==> config.mk <==
export PLATFORM = sky130hd
export DESIGN_NAME = flashcfg_seq
export DESIGN_NICKNAME = d
export VERILOG_FILES = /design/src/rtl/flashcfg_pkg.sv /design/src/rtl/flashcfg_fsm.sv /design/src/rtl/flashcfg_fmt.sv /design/src/rtl/flashcfg_seq.sv
export SDC_FILE = /design/constraint.sdc
export NUM_CORES = 1
export LEC_CHECK = 0
export ABC_CLOCK_PERIOD_IN_PS = 2900
export BUFFER_PORTS_ARGS = -buffer_cell sky130_fd_sc_hd__buf_2
export CORE_MARGIN = 10
export CORE_UTILIZATION = 49
export DETAILED_ROUTE_END_ITERATION = 10
export PLACE_DENSITY = 0.86
export SLEW_MARGIN = 20
export SYNTH_ARGS = -nofsm -noshare
export SYNTH_HDL_FRONTEND = slang
export SYNTH_HIERARCHICAL = 1
export SYNTH_SLANG_ARGS = --single-unit
==> constraint.sdc <==
create_clock -name clk -period 2.9 [get_ports clk]
set_clock_uncertainty 0.05 [all_clocks]
set_input_delay 0.58 -clock clk [delete_from_list [all_inputs] [get_ports clk]]
set_output_delay 0.58 -clock clk [all_outputs]
set_load 0.03 [all_outputs]
==> src/rtl/flashcfg_pkg.sv <==
// Shared types and constants for the flash configuration sequencer.
// Assumes command bytes fit in one halfword of the data bus.
package flashcfg_pkg;

    typedef enum logic [2:0] {
        ST_IDLE  = 3'd0,
        ST_W1_D0 = 3'd1,
        ST_W2_D0 = 3'd2,
        ST_W1_D1 = 3'd3,
        ST_W2_D1 = 3'd4,
        ST_DONE  = 3'd5
    } seq_state_t;

    localparam logic [7:0] CMD_SETUP   = 8'h60;
    localparam logic [7:0] CMD_CONFIRM = 8'h03;

endpackage

==> src/rtl/flashcfg_fsm.sv <==
// Sequencing state machine: launches on reset release or start, walks the
// write states on each acknowledged write, captures the launch settings.
// Assumes ready_i is only meaningful while a write state is active.
module flashcfg_fsm
    import flashcfg_pkg::*;
#(
    parameter int CFG_W = 16
) (
    input  logic             clk,
    input  logic             rst_n,
    input  logic             start_i,
    input  logic             fast_i,
    input  logic             wide_i,
    input  logic             dual_i,
    input  logic             ready_i,
    input  logic [CFG_W-1:0] cfg_i,
    output seq_state_t       state_o,
    output logic [CFG_W-1:0] cfg_o,
    output logic             wide_o,
    output logic             err_o
);

    seq_state_t state_q, state_d;
    logic       pend_q;
    logic       dual_q;
    logic       launch;
    logic       go;

    // Launch request is honoured only when no write is outstanding
    always_comb begin
        launch = ((state_q == ST_IDLE) || (state_q == ST_DONE)) && (pend_q || start_i);
        go     = launch && !fast_i;
    end

    // Next-state selection
    always_comb begin
        state_d = state_q;
        case (state_q)
            ST_IDLE, ST_DONE: if (go) state_d = ST_W1_D0;
            ST_W1_D0: if (ready_i) state_d = ST_W2_D0;
            ST_W2_D0: if (ready_i) state_d = (dual_q && !wide_o) ? ST_W1_D1 : ST_DONE;
            ST_W1_D1: if (ready_i) state_d = ST_W2_D1;
            ST_W2_D1: if (ready_i) state_d = ST_DONE;
            default:  state_d = ST_IDLE;
        endcase
    end

    // State, pending-launch flag, error flag and captured settings
    always_ff @(posedge clk) begin
        if (!rst_n) begin
            state_q <= ST_IDLE;
            pend_q  <= 1'b1;
            err_o   <= 1'b0;
            cfg_o   <= '0;
            wide_o  <= 1'b0;
            dual_q  <= 1'b0;
        end else begin
            state_q <= state_d;
            if (launch) begin
                pend_q <= 1'b0;
                err_o  <= fast_i;
            end
            if (go) begin
                cfg_o  <= cfg_i;
                wide_o <= wide_i;
                dual_q <= dual_i;
            end
        end
    end

    assign state_o = state_q;


    err_no_launch_chk: assert property (@(posedge clk) disable iff (!rst_n)
        err_o |-> (state_q == ST_IDLE || state_q == ST_DONE));


    wide_single_chk: assert property (@(posedge clk) disable iff (!rst_n)
        (state_q == ST_W1_D1) |-> !wide_o);

endmodule

==> src/rtl/flashcfg_fmt.sv <==
// Bus formatter: places the captured configuration on the address lines and
// the command byte on the data lines for the current write state.
// Assumes ADDR_W is wide enough for the value shifted by 2 plus the base.
module flashcfg_fmt
    import flashcfg_pkg::*;
#(
    parameter int          CFG_W     = 16,
    parameter int          ADDR_W    = 26,
    parameter int          DATA_W    = 32,
    parameter logic [31:0] DEV1_BASE = 32'h0100_0000
) (
    input  seq_state_t        state_i,
    input  logic [CFG_W-1:0]  cfg_i,
    input  logic              wide_i,
    output logic [ADDR_W-1:0] addr_o,
    output logic [DATA_W-1:0] data_o
);

    localparam int HALF_W = DATA_W / 2;

    logic [ADDR_W-1:0] offset;
    logic [HALF_W-1:0] cmd;
    logic              second_dev;
    logic              setup_phase;

    // Address: value shifted by bus width, relocated for the second device
    always_comb begin
        second_dev  = (state_i == ST_W1_D1) || (state_i == ST_W2_D1);
        setup_phase = (state_i == ST_W1_D0) || (state_i == ST_W1_D1);
        offset = wide_i ? ADDR_W'({cfg_i, 2'b00}) : ADDR_W'({cfg_i, 1'b0});
        addr_o = second_dev ? (offset + DEV1_BASE[ADDR_W-1:0]) : offset;
    end

    // Data: command byte, copied to both halfwords on a wide bus
    always_comb begin
        cmd    = HALF_W'(setup_phase ? CMD_SETUP : CMD_CONFIRM);
        data_o = wide_i ? {cmd, cmd} : {{HALF_W{1'b0}}, cmd};
    end

endmodule

==> src/rtl/flashcfg_seq.sv <==
// Top of the flash read-configuration sequencer. Issues setup/confirm write
// pairs whose address carries the configuration value; exposes the latency
// code. Assumes the bus holds ready_i low until it takes a write.
module flashcfg_seq
    import flashcfg_pkg::*;
#(
    parameter int CFG_W   = 16,
    parameter int ADDR_W  = 26,
    parameter int DATA_W  = 32,
    parameter int LAT_LSB = 11,
    parameter int LAT_W   = 3
) (
    input  logic              clk,
    input  logic              rst_n,
    input  logic              start_i,
    input  logic [CFG_W-1:0]  cfg_value_i,
    input  logic              wide_bus_i,
    input  logic              dual_dev_i,
    input  logic              clk_fast_i,
    input  logic              ready_i,
    output logic [ADDR_W-1:0] addr_o,
    output logic [DATA_W-1:0] data_o,
    output logic              wr_o,
    output logic              busy_o,
    output logic              done_o,
    output logic              err_o,
    output logic [LAT_W-1:0]  cas_field_o
);

    seq_state_t       state;
    logic [CFG_W-1:0] cfg_cap;
    logic             wide_cap;

    flashcfg_fsm #(.CFG_W(CFG_W)) u_fsm (
        .clk     (clk),
        .rst_n   (rst_n),
        .start_i (start_i),
        .fast_i  (clk_fast_i),
        .wide_i  (wide_bus_i),
        .dual_i  (dual_dev_i),
        .ready_i (ready_i),
        .cfg_i   (cfg_value_i),
        .state_o (state),
        .cfg_o   (cfg_cap),
        .wide_o  (wide_cap),
        .err_o   (err_o)
    );

    flashcfg_fmt #(.CFG_W(CFG_W), .ADDR_W(ADDR_W), .DATA_W(DATA_W)) u_fmt (
        .state_i (state),
        .cfg_i   (cfg_cap),
        .wide_i  (wide_cap),
        .addr_o  (addr_o),
        .data_o  (data_o)
    );

    // Strobe and status decoded from the sequencing state
    always_comb begin
        wr_o   = (state == ST_W1_D0) || (state == ST_W2_D0) ||
                 (state == ST_W1_D1) || (state == ST_W2_D1);
        busy_o = wr_o;
        done_o = (state == ST_DONE);
    end

    // Latency-minus-one code lifted from the configuration value
    assign cas_field_o = cfg_value_i[LAT_LSB +: LAT_W];


    strobe_hold_chk: assert property (@(posedge clk) disable iff (!rst_n)
        (wr_o && !ready_i) |=> (wr_o && $stable(addr_o) && $stable(data_o)));


    cmd_order_chk: assert property (@(posedge clk) disable iff (!rst_n)
        (wr_o && ready_i && data_o[7:0] == 8'h60) |=>
        (wr_o && data_o[7:0] == 8'h03 && $stable(addr_o)));


    done_after_ack_chk: assert property (@(posedge clk) disable iff (!rst_n)
        $rose(done_o) |-> $past(wr_o && ready_i));


    busy_done_excl_chk: assert property (@(posedge clk) disable iff (!rst_n)
        !(busy_o && done_o));


    err_quiet_chk: assert property (@(posedge clk) disable iff (!rst_n)
        err_o |-> !wr_o);

endmodule

==> flow_summary.yaml <==
route:
  first_iter_violations: 26
  final_antenna_net_count: 0
  wl_per_cell_um: 12.8
  dr_total_vias: 1220
  drt-pass1-iter-count: 4
  drt_wl_total_um: 3500
  drcViolationCount: 0
  vias_per_cell: 4.47
yosys:
  yosysTopAreaCell: "dfxtp_1"
  ys_types: 33
  yosys_register_bits: 23
  async_reset_ff_share_pct: 0
  yosysSeqAreaShare_pct: 27.6
  syn_area_um2: 1670
  synth_common_cells: "buf_4 (42), nand2_1 (42), dfxtp_1 (23)"
  avgSynthCellArea_um2: 8.97
  ys.flop_type: "dfxtp_1"
  synth.area.top_cells: "dfxtp_1 (28%), buf_4 (19%), nand2_1 (9.4%)"
  netlist_instances: 186
  yosys_warnings: 6
  synth_top_area_share_pct: 27.6
  synth_edf_count: 0
layout:
  multiInputGateArea_um2: 903
  register_area_um2: 460
  diodes: 0
  stdcell_area_um2: 1750
  syn_to_final_growth_pct: 5.10
  final.fill_count: 337
  layout-drive-gt1-share_pct: 40.5
  finalNetCount: 251
die:
  ios: 88
  rows: 21
  core_region_area_um2: 3310
  floorplan.initialDensity_pct: 50.4
  die_area_um2: 6140
  die_w_um: 78.4
  dieHeight_um: 78.4
hold_path:
  hold_class: "reg2reg"
  min_path_cells: 2
  hold_start: "u_fsm/cfg_o[2]$_SDFFE_PN0P_"
worst_setup_path:
  crit_chain: "nor2b_1, and2_1, buf_2"
  critPathLaunch: "u_fsm/state_o[0]$_SDFFE_PN0P_"
  worstPathRequired_ns: 2.27
  reg2regPathDepth: 5
  path_class: "reg2out"
  crit_arrival_ns: 1.67
  crit_fanout: 11
  cp_slowest_stage_delay_ns: 0.63
  worst_setup_path_start_kind: "flop"
  endpoint_kind: "primary output"
  r2r_start: "u_fsm/state_o[2]$_SDFFE_PN0P_"
  critPathSlowestCell: "dfxtp_1"
timing:
  rsz0062_at_grt: "no"
  setup_viol: 0
  hold_violations: 0
  clock.fmax_mhz: 435
  min_period_over_period_pct: 79.3
  setup_slack_ns: 0.601
  fin_setup_tns_ns: 0
  slew_headroom_pct: 58.6
  min_period_ns: 2.30
  worst_slew_pin_slew_ns: 0.617
  slew_viol_final: 0
global_routing:
  grt_max_degree: 24
  grt_pass1_vias: 1233
  antenna_found_initial: 0
  grt_pass1_wl_um: 5620
  grt-ovfl-total: 0
  grt_usage_pct: 10.5
placed_design:
  place_area_um2: 1730
  placement.io_buffers: 55
  post-place-ws_ns: 0.931
  hpwlAfterDp_um: 2830
  globalplace.congestion: 0.722
clock_tree:
  cts_tree: "built"
  ctsHoldBuffers: 0
  cts_made_buffers: 3
  post_cts_resized: 0
  cts_sinks: 23
  htree_levels: 1
  cts_setup_buffers: 0
  clk_latency_ns: 0.30
  cts_buffer_depth: 2
  cts-root-buf: "clkbuf_4"
  path_clk_slew_ns: 0.13
power_and_ir_drop:
  powerDensity_nw_per_um2: 930
  vdd_drop_max_uv: 417
  p_leak_nw: 0.854
  p_total_mw: 1.63
run:
  maxCapViolCount: 0
run_status:
  outcome: "complete, no violations"
## flip-flops by register name, indices dropped and copies added, names as in the netlist
name and flops:
u_fsm/cfg_o 16, u_fsm/state_o 3, u_fsm/dual_q 1, u_fsm/pend_q 1, u_fsm/wide_o 1, u_fsm/err_o 1
## metal layers
layer / vias up / routed length [um] / GRT usage, %
met1: 551 / 1420 / 11.3
li1: 618 / - / -
met4: 0 / 27 / 2.87
met2: 47 / 1760 / 18.5
met3: 4 / 296 / 4.33
met5: - / 0 / 0
## final timing paths
path	end	slack [ns]
setup reg to reg	u_fsm/cfg_o[12]$_SDFFE_PN0P_	0.93
setup / recovery	data_o[21]	0.60
hold / removal	u_fsm/cfg_o[2]$_SDFFE_PN0P_	0.43
hold reg to reg	u_fsm/cfg_o[2]$_SDFFE_PN0P_	0.43
## cell families (layout without fill, tap and decap cells)
| group | after synthesis | in the layout | share of synthesized area (%) |
|---|---|---|---|
| simple gates | 61 | 61 | 17.5 |
| buf+inv | 54 | 64 | 25.3 |
| compound gates | 29 | 29 | 15.2 |
| flops | 23 | 23 | 27.6 |
| mux | 16 | 16 | 12.1 |
| xor+xnor | 2 | 2 | 2.17 |
| other cells | 1 | 32 | 0.225 |
## stage by stage
stage / hold slack (ns) / util [%] / std cells
floorplan: 0.390 / - / 217
global placement: 0.404 / 52.2 / 269
detailed placement: 0.412 / 52.2 / 269
CTS: 0.431 / 53.0 / 273
global route: 0.424 / 53.0 / 273
finish: 0.432 / 53.0 / 273
## power by group
| group | switching, mW | leakage [nW] | internal (mW) |
|---|---|---|---|
| Sequential | 0.111 | 0.189 | 0.397 |
| Combinational | 0.640 | 0.648 | 0.337 |
| Clock | 0.0951 | 0.0177 | 0.0514 |
## final cells by class
cell class,count,area share [%]
Multi-Input combinational cell,140,51.5
Sequential cell,23,26.2
Clock buffer,3,1.28
Timing Repair Buffer,58,17.0
Clock inverter,1,0.285
Tap cell,46,3.28
Inverter,2,0.428
## placed cells by master (no fill, tap or decap), types with 2 or more instances in the layout
cell type  Yosys  final
dfxtp_1       23     23
inv_1          2      2
and2_1         2      2
nor2b_1        3      3
conb_1         1     32
nand2_1       42     42
a21boi_2      10     10
nor2_1         4      4
a21boi_1       8      8
buf_2          0     55
a21oi_1        3      3
o21ai_0        3      3
mux2_4         6      6
buf_4         42      3
clkbuf_4       0      3
mux2_2         9      9
nor3b_1        3      3
## worst max-delay path, delay by kind of cell (launching register included)
kind / cells / cell delay [ns]
flops: 1 / 0.63
buf+inv: 1 / 0.20
simple gates: 2 / 0.54
Note: power is estimated with default switching activity, not from simulation.
